### config.mk
export PLATFORM = sky130hd
export DESIGN_NAME = dbuf_ppg
export DESIGN_NICKNAME = d
export VERILOG_FILES = /design/src/rtl/dbuf_ppg.sv
export SDC_FILE = /design/constraint.sdc
export NUM_CORES = 1
export LEC_CHECK = 0
export ABC_CLOCK_PERIOD_IN_PS = 5000
export BUFFER_PORTS_ARGS = -buffer_cell sky130_fd_sc_hd__buf_4
export CAP_MARGIN = 15
export CORE_MARGIN = 2
export CORE_UTILIZATION = 55
export CTS_CLUSTER_SIZE = 8
export DETAILED_ROUTE_END_ITERATION = 8
export HOLD_SLACK_MARGIN = 0.03
export PLACE_DENSITY = 0.83
export SETUP_SLACK_MARGIN = 0.4
export SYNTH_ARGS = -nofsm -noshare
export SYNTH_HDL_FRONTEND = slang
export SYNTH_SLANG_ARGS = --single-unit
### constraint.sdc
create_clock -name clk -period 5 [get_ports clk]
set_clock_uncertainty 0.2 [all_clocks]
set_input_delay 1 -clock clk [delete_from_list [all_inputs] [get_ports clk]]
set_output_delay 1 -clock clk [all_outputs]
set_load 0.02 [all_outputs]
### src/rtl/dbuf_ppg.sv
module dbuf_ppg #(
  parameter int W = 8
) (
  input  logic         clk,
  input  logic         rst_n,
  input  logic         tick_d1,
  input  logic         tick_d4,
  input  logic         tick_d16,
  input  logic [1:0]   tick_sel,
  input  logic         run_a,
  input  logic         run_b,
  input  logic         wr_en,
  input  logic [1:0]   wr_addr,
  input  logic [W-1:0] wr_data,
  output logic         duty_irq,
  output logic         period_irq,
  output logic         wave_out
);
  localparam logic [1:0] A_DUTY = 2'd0;
  localparam logic [1:0] A_PER  = 2'd1;
  localparam logic [1:0] A_CTRL = 2'd2;

  logic [W-1:0] cnt, duty_r, duty_buf, period_r, cnt_nxt;
  logic         stage_en, inv_en, tick_v;

  always_comb begin
    case (tick_sel)
      2'b00:   tick_v = tick_d1;
      2'b01:   tick_v = tick_d4;
      2'b10:   tick_v = tick_d16;
      default: tick_v = 1'b0;
    endcase
  end

  wire running  = run_a & run_b;
  wire step     = running & tick_v;
  assign cnt_nxt = (cnt == period_r) ? '0 : cnt + 1'b1;
  wire hit_duty = step && (cnt_nxt == duty_r);
  wire hit_per  = step && (cnt_nxt == period_r);
  wire wr_duty  = wr_en && (wr_addr == A_DUTY);
  wire wr_per   = wr_en && (wr_addr == A_PER);
  wire wr_ctrl  = wr_en && (wr_addr == A_CTRL);
  wire force_ff = wr_ctrl && wr_data[2];

  always_ff @(posedge clk or negedge rst_n) begin
    if (!rst_n) begin
      cnt        <= '0;
      duty_r     <= '0;
      duty_buf   <= '0;
      period_r   <= '1;
      stage_en   <= 1'b0;
      inv_en     <= 1'b0;
      wave_out   <= 1'b0;
      duty_irq   <= 1'b0;
      period_irq <= 1'b0;
    end else begin
      cnt        <= !running ? '0 : (step ? cnt_nxt : cnt);
      duty_irq   <= hit_duty;
      period_irq <= hit_per;
      if (force_ff)                       wave_out <= wr_data[3];
      else if (inv_en && (hit_duty || hit_per)) wave_out <= ~wave_out;
      if (wr_duty) begin
        duty_buf <= wr_data;
        if (!stage_en) duty_r <= wr_data;
      end
      if (stage_en && hit_per) duty_r <= duty_buf;
      if (wr_per)  period_r <= wr_data;
      if (wr_ctrl) {inv_en, stage_en} <= wr_data[1:0];
    end
  end

  p_wrap_after_period_r3: assert property (@(posedge clk) disable iff (!rst_n)
    (step && cnt == period_r) |=> (cnt == '0));
  p_period_single_r3: assert property (@(posedge clk) disable iff (!rst_n)
    (period_irq && period_r != '0) |=> !period_irq);
  p_quiet_when_stopped_r8: assert property (@(posedge clk) disable iff (!rst_n)
    !running |=> (!duty_irq && !period_irq && cnt == '0));
  p_wave_hold_r5: assert property (@(posedge clk) disable iff (!rst_n)
    (!inv_en && !force_ff) |=> $stable(wave_out));
  p_staged_hold_r6: assert property (@(posedge clk) disable iff (!rst_n)
    (stage_en && !hit_per) |=> $stable(duty_r));
  p_force_r9: assert property (@(posedge clk) disable iff (!rst_n)
    force_ff |=> (wave_out == $past(wr_data[3])));
endmodule

Word level (Yosys, flattened, before mapping)
Index checks and enable logic that the tools add are counted.
{"block": "totals", "register_bits": 37, "input_bits": 20, "out_inout_bits": 3}
{"block": "classes", "addsub": 1, "eq_ne": 9, "mux": 9, "n_bitwise": 3, "reduce_logical": 14}
{"operator": "$mux 8", "n": 6}
{"operator": "$eq 8x8->1", "n": 3}
{"operator": "$add 8x1->8 const B", "n": 1}
{"operator": "$logic_and 1x1->1", "n": 8}
{"operator": "$eq 2x1->1 const B", "n": 2}
{"operator": "$eq 2x2->1 const B", "n": 2}
{"operator": "$logic_not 2->1", "n": 2}
{"operator": "$ne 2x1->1 const B", "n": 2}
{"operator": "$reduce_bool 2->1", "n": 2}
{"operator": "$pmux 1 s3", "n": 1}
{"operator": "$and 1x1->1", "n": 2}
{"operator": "$mux 1", "n": 2}
{"operator": "$reduce_and 2->1", "n": 1}
{"operator": "$logic_or 1x1->1", "n": 1}
{"operator": "$not 1->1", "n": 1}

Logic depth before layout (Yosys ltp)
{"block": "logic_depth", "ltp_word": 8, "mapped_depth": 12, "depth_no_buf": 9}

Worst setup path after synthesis
Ideal clock, no wire load.
{"block": "synth_timing", "path_type": "input to register", "startpoint": "input port wr_addr[1]", "endpoint": "register duty_r[0]", "setup_ns": 0.118, "arrival_time_ns": 2.485, "required_time_ns": 4.682, "setup_slack_ns": 2.197, "path_stages": 5, "path_buffers": 1, "path_cell_list": "nor3b_1 nor2b_1 clkbuf_1 nor2_2 a21o_1"}
{"block": "synth_between", "elab_chain_cells": 4}
{"item": "start: declaration", "line": "13", "rtl": "input logic [1:0] wr_addr,"}
{"item": "$logic_not 2->1", "line": "40", "rtl": "wire wr_duty = wr_en && (wr_addr == A_DUTY);"}
{"item": "$logic_and 1x1->1", "line": "40"}
{"item": "$reduce_bool 2->1 (no line)"}
{"item": "$reduce_and 2->1 (no line)"}
{"item": "end signal: assignment", "line": "64", "rtl": "if (!stage_en) duty_r <= wr_data;"}
{"item": "end signal: assignment", "line": "66", "rtl": "if (stage_en && hit_per) duty_r <= duty_buf;"}
{"item": "end: declaration", "line": "23", "rtl": "logic [W-1:0] cnt, duty_r, duty_buf, period_r, cnt_nxt;"}
No other way between the ends.
A chain may end at the register's enable or synchronous reset.

Final worst setup path
{"block": "layout_timing", "startpoint": "register cnt[0]", "endpoint": "register duty_r[4]"}
{"block": "layout_between", "elab_chain_cells": 7, "elab_cells_between_ends": 10, "cone_classes": "add/sub: 1; eq/ne: 3; mux: 2; reduce/logical: 4"}
{"item": "start: declaration", "line": "23"}
{"item": "start signal: assignment", "line": "57", "rtl": "cnt <= !running ? '0 : (step ? cnt_nxt : cnt);"}
{"item": "$add 8x1->8 or $eq 8x8->1 (tied branches)", "line": "37", "rtl": "assign cnt_nxt = (cnt == period_r) ? '0 : cnt + 1'b1;"}
{"item": "$mux 8 *", "line": "37"}
{"item": "$eq 8x8->1 *", "line": "39", "rtl": "wire hit_per = step && (cnt_nxt == period_r);"}
{"item": "$logic_and 1x1->1 *", "line": "39"}
{"item": "$logic_and 1x1->1 *", "line": "66"}
{"item": "$ne 2x1->1 (no line) or $reduce_bool 2->1 (tied branches)"}
{"item": "$reduce_and 2->1 (no line)"}
Mark *: on every way between the ends. The rest lies on a longest branch, timed or not.

==> impl_metrics.csv <==
group,metric,value,unit
run_status,status,"finished, final reports clean",
final_layout,final_common_cell,"dfrtp_1",
min_path,min_path_cells,1,
power_and_ir_drop,p_per_area,320,nW/um^2
global_route,grt_pass1_vias,1778,
timing,hold_viol_final,0,
min_path,hp-class,"reg2reg",
placed_design,dp_hpwl,3690,um
routing,drc,0,
power_and_ir_drop,vdd_ir_drop_max,236,uV
critical_path,worstSetupPathType,"reg2reg",
clock_network,cts_resized,0,
clock_network,cts_buffers,5,
critical_path,crit_required,4.98,ns
power_and_ir_drop,leakage,1.12,nW
logic_synthesis,syn-cell-area,2310,sq um
clock_network,clock_sinks,37,
final_layout,final_layout_size_suffix_gt1_frac,0.252,
final_layout,diodes,0,
clock_network,clkSlewWorstSetupHoldPaths,0.08,ns
final_layout,nFillCells,335,
logic_synthesis,yosysWarnings,0,
critical_path,r2r_slack,1.64,ns
timing,setup_viol_count_final,0,
critical_path,cp_max_fo,11,
logic_synthesis,async_reset_ff_frac,1.00,
placed_design,portBuffers,22,
timing,tns,0,ns
logic_synthesis,synthDistinctLibCells,57,
die,num_rows,23,
clock_network,clockBufferDepth,2,
routing,m1WireLength,2220,um
die,die_area,4740,sq um
routing,highest_layer,"met4",
critical_path,worstReg2RegStart,"cnt[0]",
critical_path,reg2reg_to,"duty_r[4]",
routing,antenna_left,0,
final_layout,fin_nets,270,
clock_network,cts-htree-levels,2,
timing,max_clock_freq,0.297,GHz
routing,dr_wl_met2,2410,um
logic_synthesis,synth_area_per_cell,10.0,sq um
timing,rsz0062_at_grt,"false",
timing,finalMaxSlewViolations,0,
logic_synthesis,ys_seq_area_frac,0.405,
clock_network,cts_hold_buf,0,
placed_design,gp_congestion,0.910,
final_layout,synthToLayoutAreaGrowth,12.6,%
clock_network,cts_tree,"yes",
run,drv_cap,0,
timing,min_period_over_period,0.672,
min_path,min_to,"inv_en",
die,core-area,4030,sq um
clock_network,cts_root_buf,"clkbuf_8",
routing,drt_iter0_drc,93,
routing,wl,4900,um
timing,slew_headroom,0.511,
die,die_w,68.9,um
timing,holdWs,0.309,ns
clock_network,worstSkewPairLatency,0.29,ns
global_route,overflow,0,
logic_synthesis,ys_seq_elements,37,
routing,via_per_inst,6.15,
routing,dr_wl_met3,200,um
routing,vias,1844,
critical_path,endpoint_kind,"flop",
logic_synthesis,syn_inst,231,
clock_network,cts_setup_buffers,0,
global_route,grt.total_usage,0.241,
timing,period_needed,3.36,ns
global_route,antenna_found_initial,0,
logic_synthesis,syn-num-nets,252,
die,io_pins,23,
routing,wire_per_inst,16.3,um
critical_path,arrival,3.34,ns
routing,drtPass1Iterations,6,
global_route,grt_max_degree,38,
logic_synthesis,synth_ff_type,"dfrtp_1",
final_layout,final_cell_mix,"29 x dfrtp_1, 23 x buf_4, 18 x o21ai_0, 18 x mux2_2, 14 x xnor2_1",
min_path,hp-start,"inv_en",
die,dieHeight,68.9,um
critical_path,ff2ff_path_depth,9,
critical_path,crit_path_start_kind,"flop",
timing,worst_slew_pin_slew,0.734,ns
die,start_util,0.574,
global_route,grt_pass1_wl,8340,um
logic_synthesis,synth_edf_count,0,
==> flip-flops by register name, summed over array words and instances, names as in the netlist <==
signal / count
cnt: 8
duty_buf: 8
duty_irq: 1
duty_r: 8
inv_en: 1
period_irq: 1
period_r: 8
stage_en: 1
wave_out: 1
==> cell usage after synthesis, types with 2 or more instances <==
master / number / area, sq um
and3_1: 6 / 37.5
buf_2: 5 / 25.0
inv_1: 6 / 22.5
o211ai_1: 2 / 15.0
o31ai_1: 3 / 22.5
nand3_1: 8 / 40.0
a21o_1: 8 / 60.1
mux2_2: 18 / 203
nor2b_1: 2 / 12.5
nand2b_1: 6 / 37.5
or3_1: 3 / 18.8
o21ai_0: 18 / 90.1
nand2_1: 13 / 48.8
clkbuf_1: 4 / 15.0
nor3b_1: 2 / 15.0
xor2_1: 3 / 26.3
nor2_1: 13 / 48.8
o21ai_1: 3 / 15.0
dfstp_2: 8 / 210
o22ai_1: 3 / 18.8
dfrtp_1: 29 / 726
nand4_1: 4 / 25.0
nand3b_1: 4 / 30.0
and2_1: 2 / 12.5
a22o_1: 9 / 78.8
a21oi_1: 5 / 25.0
xnor2_1: 14 / 123
==> worst max-delay path by stage <==
stage / from / end / slack, ns
floorplan: wr_addr[1] / duty_r[0] / 2.20
finish: cnt[0] / duty_r[4] / 1.64
global placement: cnt[0] / duty_r[6] / 1.72
CTS: cnt[0] / duty_r[4] / 1.67
global route: cnt[0] / duty_r[4] / 1.46
detailed placement: cnt[0] / duty_r[4] / 1.70
==> kinds of logic after synthesis <==
group / after synthesis / share of synthesized area
XOR/XNOR: 18 / 0.0741
adder cells (fa/ha/maj): 1 / 0.00541
multiplexers: 19 / 0.0919
AO/OA/AOI/OAI: 66 / 0.209
flip-flops: 37 / 0.405
buffers and inverters: 18 / 0.0373
AND/OR/NAND/NOR: 72 / 0.177
==> worst max-delay path: stages, from the launching register on <==
cell	delay, ns
dfrtp_1	0.53
ha_1	0.36
and3_1	0.25
xnor2_1	0.51
o211a_1	0.24
o21ai_1	0.09
and2_1	0.24
and4b_1	0.47
nor2_2	0.14
a21o_1	0.22
==> layout make-up <==
class / instances / area [sq um] / area share
clock buffer: 6 / 82.6 / 0.0317
clock inverter: 2 / 37.5 / 0.0144
inverter: 6 / 22.5 / 0.00865
multi-input combinational: 176 / 1290 / 0.496
sequential: 37 / 936 / 0.359
tap: 50 / 62.6 / 0.0240
timing repair buffer: 23 / 173 / 0.0663
==> per-layer routing <==
| layer | vias to the layer above | track usage |
|---|---|---|
| li1 | 887 | - |
| met1 | 904 | 0.312 |
| met2 | 44 | 0.409 |
| met3 | 9 | 0.0471 |
| met4 | 0 | 0.0735 |
| met5 | - | 0 |
==> per-stage QoR <==
step / utilization / instances / worst slack (ns) / power [mW] / area (sq um)
after CTS: 0.647 / 300 / 1.67 / 0.837 / 2610
after global routing: 0.647 / 300 / 1.46 / 0.875 / 2610
final: 0.647 / 300 / 1.64 / 0.834 / 2610
after detailed placement: 0.617 / 292 / 1.70 / 0.566 / 2480
after global placement: 0.617 / 292 / 1.72 / 0.560 / 2480
after floorplan: - / 231 / 2.20 / 0.511 / 2310
==> where the power goes <==
group	total, mW	switching, mW	internal, mW	leakage (nW)
clock	0.272	0.109	0.162	0.0574
combinational	0.157	0.0678	0.0893	0.605
sequential	0.405	0.0513	0.354	0.455
Note: power is estimated with default switching activity, not from simulation.
